## src/rtl/swbus_pkg.sv

```systemverilog
// Shared types for the single-wire bus mode controller.
// Assumes the mode index is formed as {mode_sel0, mode_sel1}.
package swbus_pkg;

    typedef enum logic [1:0] {
        MD_SLEEP = 2'b00,
        MD_HVWU  = 2'b01,
        MD_FAST  = 2'b10,
        MD_NORM  = 2'b11
    } swb_mode_e;

endpackage

```

## src/rtl/swbus_sync.sv

```systemverilog
// Multi-stage synchronizer for a vector of independent asynchronous flags.
// Each bit is synchronised on its own; no coherency between bits is assumed.
module swbus_sync #(
    parameter int           W       = 1,
    parameter int           STAGES  = 2,
    parameter logic [W-1:0] RST_VAL = '0
) (
    input  logic         clk,
    input  logic         rst_n,
    input  logic [W-1:0] d,
    output logic [W-1:0] q
);
    logic [W-1:0] stg [STAGES];

    genvar i;
    generate
        for (i = 0; i < STAGES; i++) begin : g_stage
            if (i == 0) begin : g_first
                // Capture the raw asynchronous inputs.
                always_ff @(posedge clk) begin
                    if (!rst_n) stg[0] <= RST_VAL;
                    else        stg[0] <= d;
                end
            end else begin : g_next
                // Shift one stage further from metastability.
                always_ff @(posedge clk) begin
                    if (!rst_n) stg[i] <= RST_VAL;
                    else        stg[i] <= stg[i-1];
                end
            end
        end
    endgenerate

    assign q = stg[STAGES-1];
endmodule

```

## src/rtl/swbus_wake_ctrl.sv

```systemverilog
// Wake filter, regulator-enable controller and sleep receive window.
// Assumes tick is a single-cycle pulse and all inputs are already synchronous.
module swbus_wake_ctrl
    import swbus_pkg::*;
#(
    parameter int WAKE_FILT_TICKS = 4,
    parameter int HOLD_TICKS      = 250000,
    parameter int RX_REL_TICKS    = 16
) (
    input  logic      clk,
    input  logic      rst_n,
    input  logic      tick,
    input  swb_mode_e mode,
    input  logic      hv_s,
    output logic      wake_ok,
    output logic      rx_follow,
    output logic      reg_en
);
    localparam int FW = $clog2(WAKE_FILT_TICKS + 1);
    localparam int HW = $clog2(HOLD_TICKS + 1);
    localparam int RW = $clog2(RX_REL_TICKS + 1);
    localparam logic [FW-1:0] FILT_MAX = FW'(WAKE_FILT_TICKS);
    localparam logic [HW-1:0] HOLD_LAST = HW'(HOLD_TICKS - 1);
    localparam logic [RW-1:0] REL_LOAD = RW'(RX_REL_TICKS);

    logic [FW-1:0] flt_cnt;
    logic [HW-1:0] hold_cnt;
    logic [RW-1:0] win_cnt;
    logic          armed;
    logic          awake;
    logic          sleep_req;

    assign wake_ok   = (flt_cnt == FILT_MAX);
    assign sleep_req = (mode == MD_SLEEP);
    assign rx_follow = wake_ok || (win_cnt != '0);
    assign reg_en    = awake;

    // Count consecutive ticks of high-voltage level, restart on any drop.
    always_ff @(posedge clk) begin
        if (!rst_n)            flt_cnt <= '0;
        else if (!hv_s)        flt_cnt <= '0;
        else if (tick && !wake_ok) flt_cnt <= flt_cnt + 1'b1;
    end

    // Arm a new wake only after the filtered level has been absent.
    always_ff @(posedge clk) begin
        if (!rst_n) armed <= 1'b1;
        else        armed <= !wake_ok;
    end

    // Regulator state: wake on a fresh level or host request, time out in sleep mode.
    always_ff @(posedge clk) begin
        if (!rst_n) begin
            awake    <= 1'b0;
            hold_cnt <= '0;
        end else if (!awake) begin
            hold_cnt <= '0;
            if (!sleep_req || (wake_ok && armed)) awake <= 1'b1;
        end else if (!sleep_req) begin
            hold_cnt <= '0;
        end else if (tick) begin
            if (hold_cnt == HOLD_LAST) begin
                awake    <= 1'b0;
                hold_cnt <= '0;
            end else begin
                hold_cnt <= hold_cnt + 1'b1;
            end
        end
    end

    // Keep the sleep receive path open for a short time after wake ends.
    always_ff @(posedge clk) begin
        if (!rst_n)                     win_cnt <= '0;
        else if (wake_ok)               win_cnt <= REL_LOAD;
        else if (tick && win_cnt != '0) win_cnt <= win_cnt - 1'b1;
    end
endmodule

```

## src/rtl/swbus_tx_gate.sv

```systemverilog
// Transmit gating: inverts transmit data into a dominant request and holds the
// driver enable for a number of ticks after the bus returns recessive.
// Assumes inputs are synchronous; outputs are registered.
module swbus_tx_gate
    import swbus_pkg::*;
#(
    parameter int DRV_HOLD_TICKS = 16
) (
    input  logic      clk,
    input  logic      rst_n,
    input  logic      tick,
    input  swb_mode_e mode,
    input  logic      txd_s,
    input  logic      uv_s,
    output logic      drv_on,
    output logic      drv_en,
    output logic      wave_en,
    output logic      hv_sel
);
    localparam int DW = $clog2(DRV_HOLD_TICKS + 1);
    localparam logic [DW-1:0] HOLD_LOAD = DW'(DRV_HOLD_TICKS);

    logic [DW-1:0] hold_cnt;
    logic          active;
    logic          req;

    assign active = (mode != MD_SLEEP) && !uv_s;
    assign req    = active && !txd_s;

    // Reload the hold while dominant, count it down on ticks once recessive.
    always_ff @(posedge clk) begin
        if (!rst_n)                        hold_cnt <= '0;
        else if (!active)                  hold_cnt <= '0;
        else if (req)                      hold_cnt <= HOLD_LOAD;
        else if (tick && hold_cnt != '0)   hold_cnt <= hold_cnt - 1'b1;
    end

    // Register the driver control lines.
    always_ff @(posedge clk) begin
        if (!rst_n) begin
            drv_on  <= 1'b0;
            drv_en  <= 1'b0;
            wave_en <= 1'b0;
            hv_sel  <= 1'b0;
        end else begin
            drv_on  <= req;
            drv_en  <= active && (req || hold_cnt != '0);
            wave_en <= (mode == MD_NORM) || (mode == MD_HVWU);
            hv_sel  <= (mode == MD_HVWU);
        end
    end
endmodule

```

## src/rtl/swbus_mode_ctrl.sv

```systemverilog
// Top of the single-wire bus mode and wake-up controller. Synchronises the
// pins and flags, decodes the mode, and gates transmit, receive, regulator
// and load-switch controls. Assumes tick is synchronous to clk.
module swbus_mode_ctrl
    import swbus_pkg::*;
#(
    parameter int SYNC_STAGES     = 2,
    parameter int WAKE_FILT_TICKS = 4,
    parameter int HOLD_TICKS      = 250000,
    parameter int RX_REL_TICKS    = 16,
    parameter int DRV_HOLD_TICKS  = 16
) (
    input  logic clk,
    input  logic rst_n,
    input  logic tick,
    input  logic mode_sel0,
    input  logic mode_sel1,
    input  logic txd,
    input  logic bus_dom,
    input  logic hv_wake,
    input  logic uv_flag,
    input  logic gnd_lost,
    output logic drv_on,
    output logic drv_en,
    output logic wave_en,
    output logic hv_sel,
    output logic rxd_out,
    output logic reg_en,
    output logic load_sw_en
);
    localparam int NFLAG = 7;
    localparam logic [NFLAG-1:0] SYNC_RST = 7'b0010000;

    logic [NFLAG-1:0] raw_in;
    logic [NFLAG-1:0] syn;
    logic             m0_s, m1_s, txd_s, bus_s, hv_s, uv_s, gnd_s;
    swb_mode_e        mode_s;
    logic             wake_ok;
    logic             rx_follow;

    assign raw_in = {mode_sel0, mode_sel1, txd, bus_dom, hv_wake, uv_flag, gnd_lost};
    assign {m0_s, m1_s, txd_s, bus_s, hv_s, uv_s, gnd_s} = syn;
    assign mode_s = swb_mode_e'({m0_s, m1_s});

    swbus_sync #(
        .W       (NFLAG),
        .STAGES  (SYNC_STAGES),
        .RST_VAL (SYNC_RST)
    ) u_sync (
        .clk   (clk),
        .rst_n (rst_n),
        .d     (raw_in),
        .q     (syn)
    );

    swbus_wake_ctrl #(
        .WAKE_FILT_TICKS (WAKE_FILT_TICKS),
        .HOLD_TICKS      (HOLD_TICKS),
        .RX_REL_TICKS    (RX_REL_TICKS)
    ) u_wake (
        .clk       (clk),
        .rst_n     (rst_n),
        .tick      (tick),
        .mode      (mode_s),
        .hv_s      (hv_s),
        .wake_ok   (wake_ok),
        .rx_follow (rx_follow),
        .reg_en    (reg_en)
    );

    swbus_tx_gate #(
        .DRV_HOLD_TICKS (DRV_HOLD_TICKS)
    ) u_tx (
        .clk     (clk),
        .rst_n   (rst_n),
        .tick    (tick),
        .mode    (mode_s),
        .txd_s   (txd_s),
        .uv_s    (uv_s),
        .drv_on  (drv_on),
        .drv_en  (drv_en),
        .wave_en (wave_en),
        .hv_sel  (hv_sel)
    );

    // Receive gating: released in undervoltage or in sleep with no wake window.
    always_ff @(posedge clk) begin
        if (!rst_n)                    rxd_out <= 1'b1;
        else if (uv_s)                 rxd_out <= 1'b1;
        else if (mode_s != MD_SLEEP)   rxd_out <= !bus_s;
        else if (rx_follow)            rxd_out <= !bus_s;
        else                           rxd_out <= 1'b1;
    end

    // Load switch stays closed unless module ground is lost.
    always_ff @(posedge clk) begin
        if (!rst_n) load_sw_en <= 1'b1;
        else        load_sw_en <= !gnd_s;
    end
endmodule

```

## config.mk

```make
export PLATFORM = sky130hd
export DESIGN_NAME = swbus_mode_ctrl
export DESIGN_NICKNAME = d
export VERILOG_FILES = /design/src/rtl/swbus_pkg.sv /design/src/rtl/swbus_sync.sv /design/src/rtl/swbus_wake_ctrl.sv /design/src/rtl/swbus_tx_gate.sv /design/src/rtl/swbus_mode_ctrl.sv
export SDC_FILE = /design/constraint.sdc
export NUM_CORES = 1
export LEC_CHECK = 0
export ABC_CLOCK_PERIOD_IN_PS = 5080
export BUFFER_PORTS_ARGS = -buffer_cell sky130_fd_sc_hd__buf_2
export CAP_MARGIN = 5
export CORE_ASPECT_RATIO = 1.25
export CORE_MARGIN = 2
export CORE_UTILIZATION = 30
export DETAILED_ROUTE_END_ITERATION = 10
export MAX_ROUTING_LAYER = met4
export SYNTH_ARGS = -nofsm -noshare
export SYNTH_HDL_FRONTEND = slang
export SYNTH_SLANG_ARGS = --single-unit
```

## constraint.sdc

```tcl
create_clock -name clk -period 5.08 [get_ports clk]
set_clock_uncertainty 0.1 [all_clocks]
set_input_delay 0 -clock clk [delete_from_list [all_inputs] [get_ports clk]]
set_output_delay 0 -clock clk [all_outputs]
set_load 0.01 [all_outputs]
```

==> run_results.csv <==
group,metric,value,unit
synth,synth_area_leaders,"dfxtp_1, xnor2_1, nor2_1",
sta,slew_viol_final,0,
setup_path,cp-end-kind,"flop",
setup_path,crit_path_max_fanout,16,
sta,fin_crit,2110,ps
power,powerDensity,349,nW/um^2
floorplan,ios,17,
setup_path,worstPathCellList,"or4b_1 -> or4_4 -> o21bai_4 -> nor2_1",
setup_path,worstSetupStartpointType,"flop",
floorplan,die-area,7630,um^2
worst_hold_path,hold_depth,3,
worst_hold_path,worst_hold_path.endpoint,"u_wake.flt_cnt[1]",
floorplan,start_util,31.3,%
floorplan,rows,33,
cells_and_area,drive_gt1_share,11.7,%
clock_network,clk_latency,300,ps
clock_network,htree_levels,2,
synth,yosysUniqueCellTypes,34,
sta,finalSetupViolations,0,
setup_path,rr_worst_depth,4,
synth,synth.top_cell.area_share,50.9,%
setup_path,critPathTopFamily,"simple AND/OR/NAND/NOR gates",
clock_network,numCtsBuffers,5,
global_routing,grt_usage,10.3,%
status,outcome,"complete, no violations",
synth,syn_inst,221,
power,leakage,0.854,nW
floorplan,core-area,6650,um^2
cells_and_area,area_growth,17.2,%
synth,synth_edf_count,0,
flow_run,max-cap-violations,0,
synth,synth_flop_cell,"dfxtp_1",
placed_design,portBuffers,16,
setup_path,required,5150,ps
synth,synth_nets,236,
drt,drt-pass1-iter-count,4,
setup_path,path_class,"reg -> reg",
sta,fin_crit_sh,41.6,%
sta,worstMarginPinSlew,528,ps
floorplan,die_h,97.2,um
drt,detail_route.wl_per_cell,10.7,um
setup_path,r2r_setup_slack,2970,ps
drt,vias_per_cell,4.56,
setup_path,path_buf_inv,0,
global_routing,grt_max_degree,22,
setup_path,cpMaxStageDelayCell,"or4_4",
placed_design,hpwl,2.43,mm
power,ir_drop,0.159,mV
setup_path,slowest_delay,550,ps
sta,max_freq,473,MHz
drt,totalWireLength,3.57,mm
sta,rsz0062_at_grt,"no",
synth,ys_ff_latch,53,
synth,synth-seq-area-share,50.9,%
setup_path,crit-reg2reg-capture,"u_wake.hold_cnt[3]",
synth,ys.warnings.count,0,
drt,num_vias,1528,
sta,hold_viol,0,
synth,synth_top_area_cell,"dfxtp_1",
global_routing,grt_pass1_wl,6.19,mm
global_routing,grt-ovfl-total,0,
synth,syn_area_per_cell,9.43,um^2
synth,synthArstFlopShare,0,%
clock_network,post_cts_buffers,0,
power,power.total,853,uW
clock_network,cts_tree,"built",
cells_and_area,n_antenna_cell,0,
synth,syn-cell-area,2080,um^2
clock_network,cts.sinks,53,
global_routing,antenna_found_initial,0,
drt,drt_iter0_drc,65,
clock_network,clk_pin_slew,100,ps
worst_hold_path,hold_start,"tick",
global_routing,grt_pass1_vias,1422,
setup_path,crit_arrival,2190,ps
sta,relSlewSlack,64.5,%
cells_and_area,fin_nets,262,
clock_network,root_buffer,"clkbuf_8",
setup_path,rr_startpoint,"u_wake.hold_cnt[6]",
clock_network,cts_buffer_depth,2,
drt,route.detailed.drc,0,
drt,final_antenna_net_count,0,
placed_design,routabilityCongestion,0.786,
floorplan,fp.dieW,78.5,um
sta,whs,73.1,ps
sta,final.setup.tns,0,ps
worst_hold_path,hold_class,"in -> reg",
-- state kept, by name, summed over array words and instances (netlist names) --
signal / count
u_tx.drv_en: 1
u_tx.drv_on: 1
u_wake.hold_cnt: 18
u_wake.reg_en: 1
u_wake.armed: 1
u_wake.flt_cnt: 3
rxd_out: 1
u_tx.hold_cnt: 5
load_sw_en: 1
u_wake.win_cnt: 5
u_tx.hv_sel: 1
u_tx.wave_en: 1
u_sync.stg: 14
-- worst max-delay path by stage --
stage	from	end	slack [ps]	depth (start not counted)
final	u_wake.hold_cnt[6]	u_wake.hold_cnt[3]	2970	4
after global routing	u_wake.hold_cnt[8]	u_wake.hold_cnt[12]	2860	4
after detailed placement	u_wake.hold_cnt[6]	u_wake.hold_cnt[5]	2960	4
after CTS	u_wake.hold_cnt[5]	u_wake.hold_cnt[3]	2950	4
after global placement	u_wake.hold_cnt[5]	u_wake.hold_cnt[3]	3000	4
after floorplan	u_wake.hold_cnt[6]	u_wake.hold_cnt[7]	3120	5
-- where the power goes --
part	leakage, nW	switching [mW]	total (mW)	internal (mW)
sequential	0.431	0.0143	0.451	0.437
combinational	0.364	0.0568	0.110	0.0529
clock	0.0585	0.131	0.292	0.161
-- metal layers --
layer	global-route usage, %	up-vias	wire, um
met5	-	-	0
met4	3.64	0	55
met3	2.88	6	141
met2	16.8	27	1690
met1	12.0	699	1680
li1	-	796	-
-- cell usage in the layout (no fill, tap or decap), types with 2 or more instances in the layout --
master,count
and2_1,15
inv_1,10
xor2_1,9
xnor2_1,13
or4b_2,2
nor4_1,5
nand3_1,15
dfxtp_1,53
or3_1,2
nor2_1,30
a21oi_1,8
nand2b_1,2
nand2_1,14
mux2i_1,2
o21ai_0,3
clkbuf_8,6
nand4_1,6
nor3_1,7
ha_1,5
dlygate4sd3_1,9
buf_2,16
-- timing repair --
item                       CTS  global route
gates resized for setup      0             0
hold buffers                 9             0
setup endpoints to repair    0             0
hold endpoints to repair    10             0
-- cell usage after synthesis (all sizes together) (2+ instances only) --
cell type and number:
nor4 5, nor3 7, mux2i 2, nor2 30
xnor2 13, nand2 14, nand3 15, buf 2
a21oi 8, nand4 6, and2 15, dfxtp 53
or4b 4, o21ai 3, or3 2, xor2 9
ha 5, clkbuf 4, nand2b 2, inv 10
-- logic make-up after synthesis --
logic type | synth area share (%)
xor gates and xnor gates | 9.25
DFF | 50.9
and+or+nand+nor | 27.3
adders and majority gates | 3.00
AOI/OAI and AO/OA | 4.99
buffers and inverters | 3.60
muxes | 0.961
-- worst register-to-register path, cell delays in order, from the launching register on --
cell	delay, ps
dfxtp_1	360
or4b_1	520
or4_4	550
o21bai_4	360
nor2_1	100
-- layout make-up --
| type | count | area (um^2) |
|---|---|---|
| sequential | 53 | 1060 |
| inverter | 10 | 37.5 |
| clock buffer | 7 | 86.3 |
| fill | 662 | 4210 |
| multi-input combinational | 152 | 947 |
| clock inverter | 1 | 30.0 |
| timing repair buffer | 25 | 170 |
| tap | 87 | 109 |
-- through the flow --
stage,setup slack (ps),cells,utilization (%),area (um^2)
after detailed placement,2960,318,33.6,2230
final,2970,335,36.7,2440
after global routing,2860,335,36.7,2440
after global placement,3000,318,33.6,2230
after floorplan,3120,221,-,2080
after CTS,2950,335,36.7,2440
Note: power is estimated with default switching activity, not from simulation.
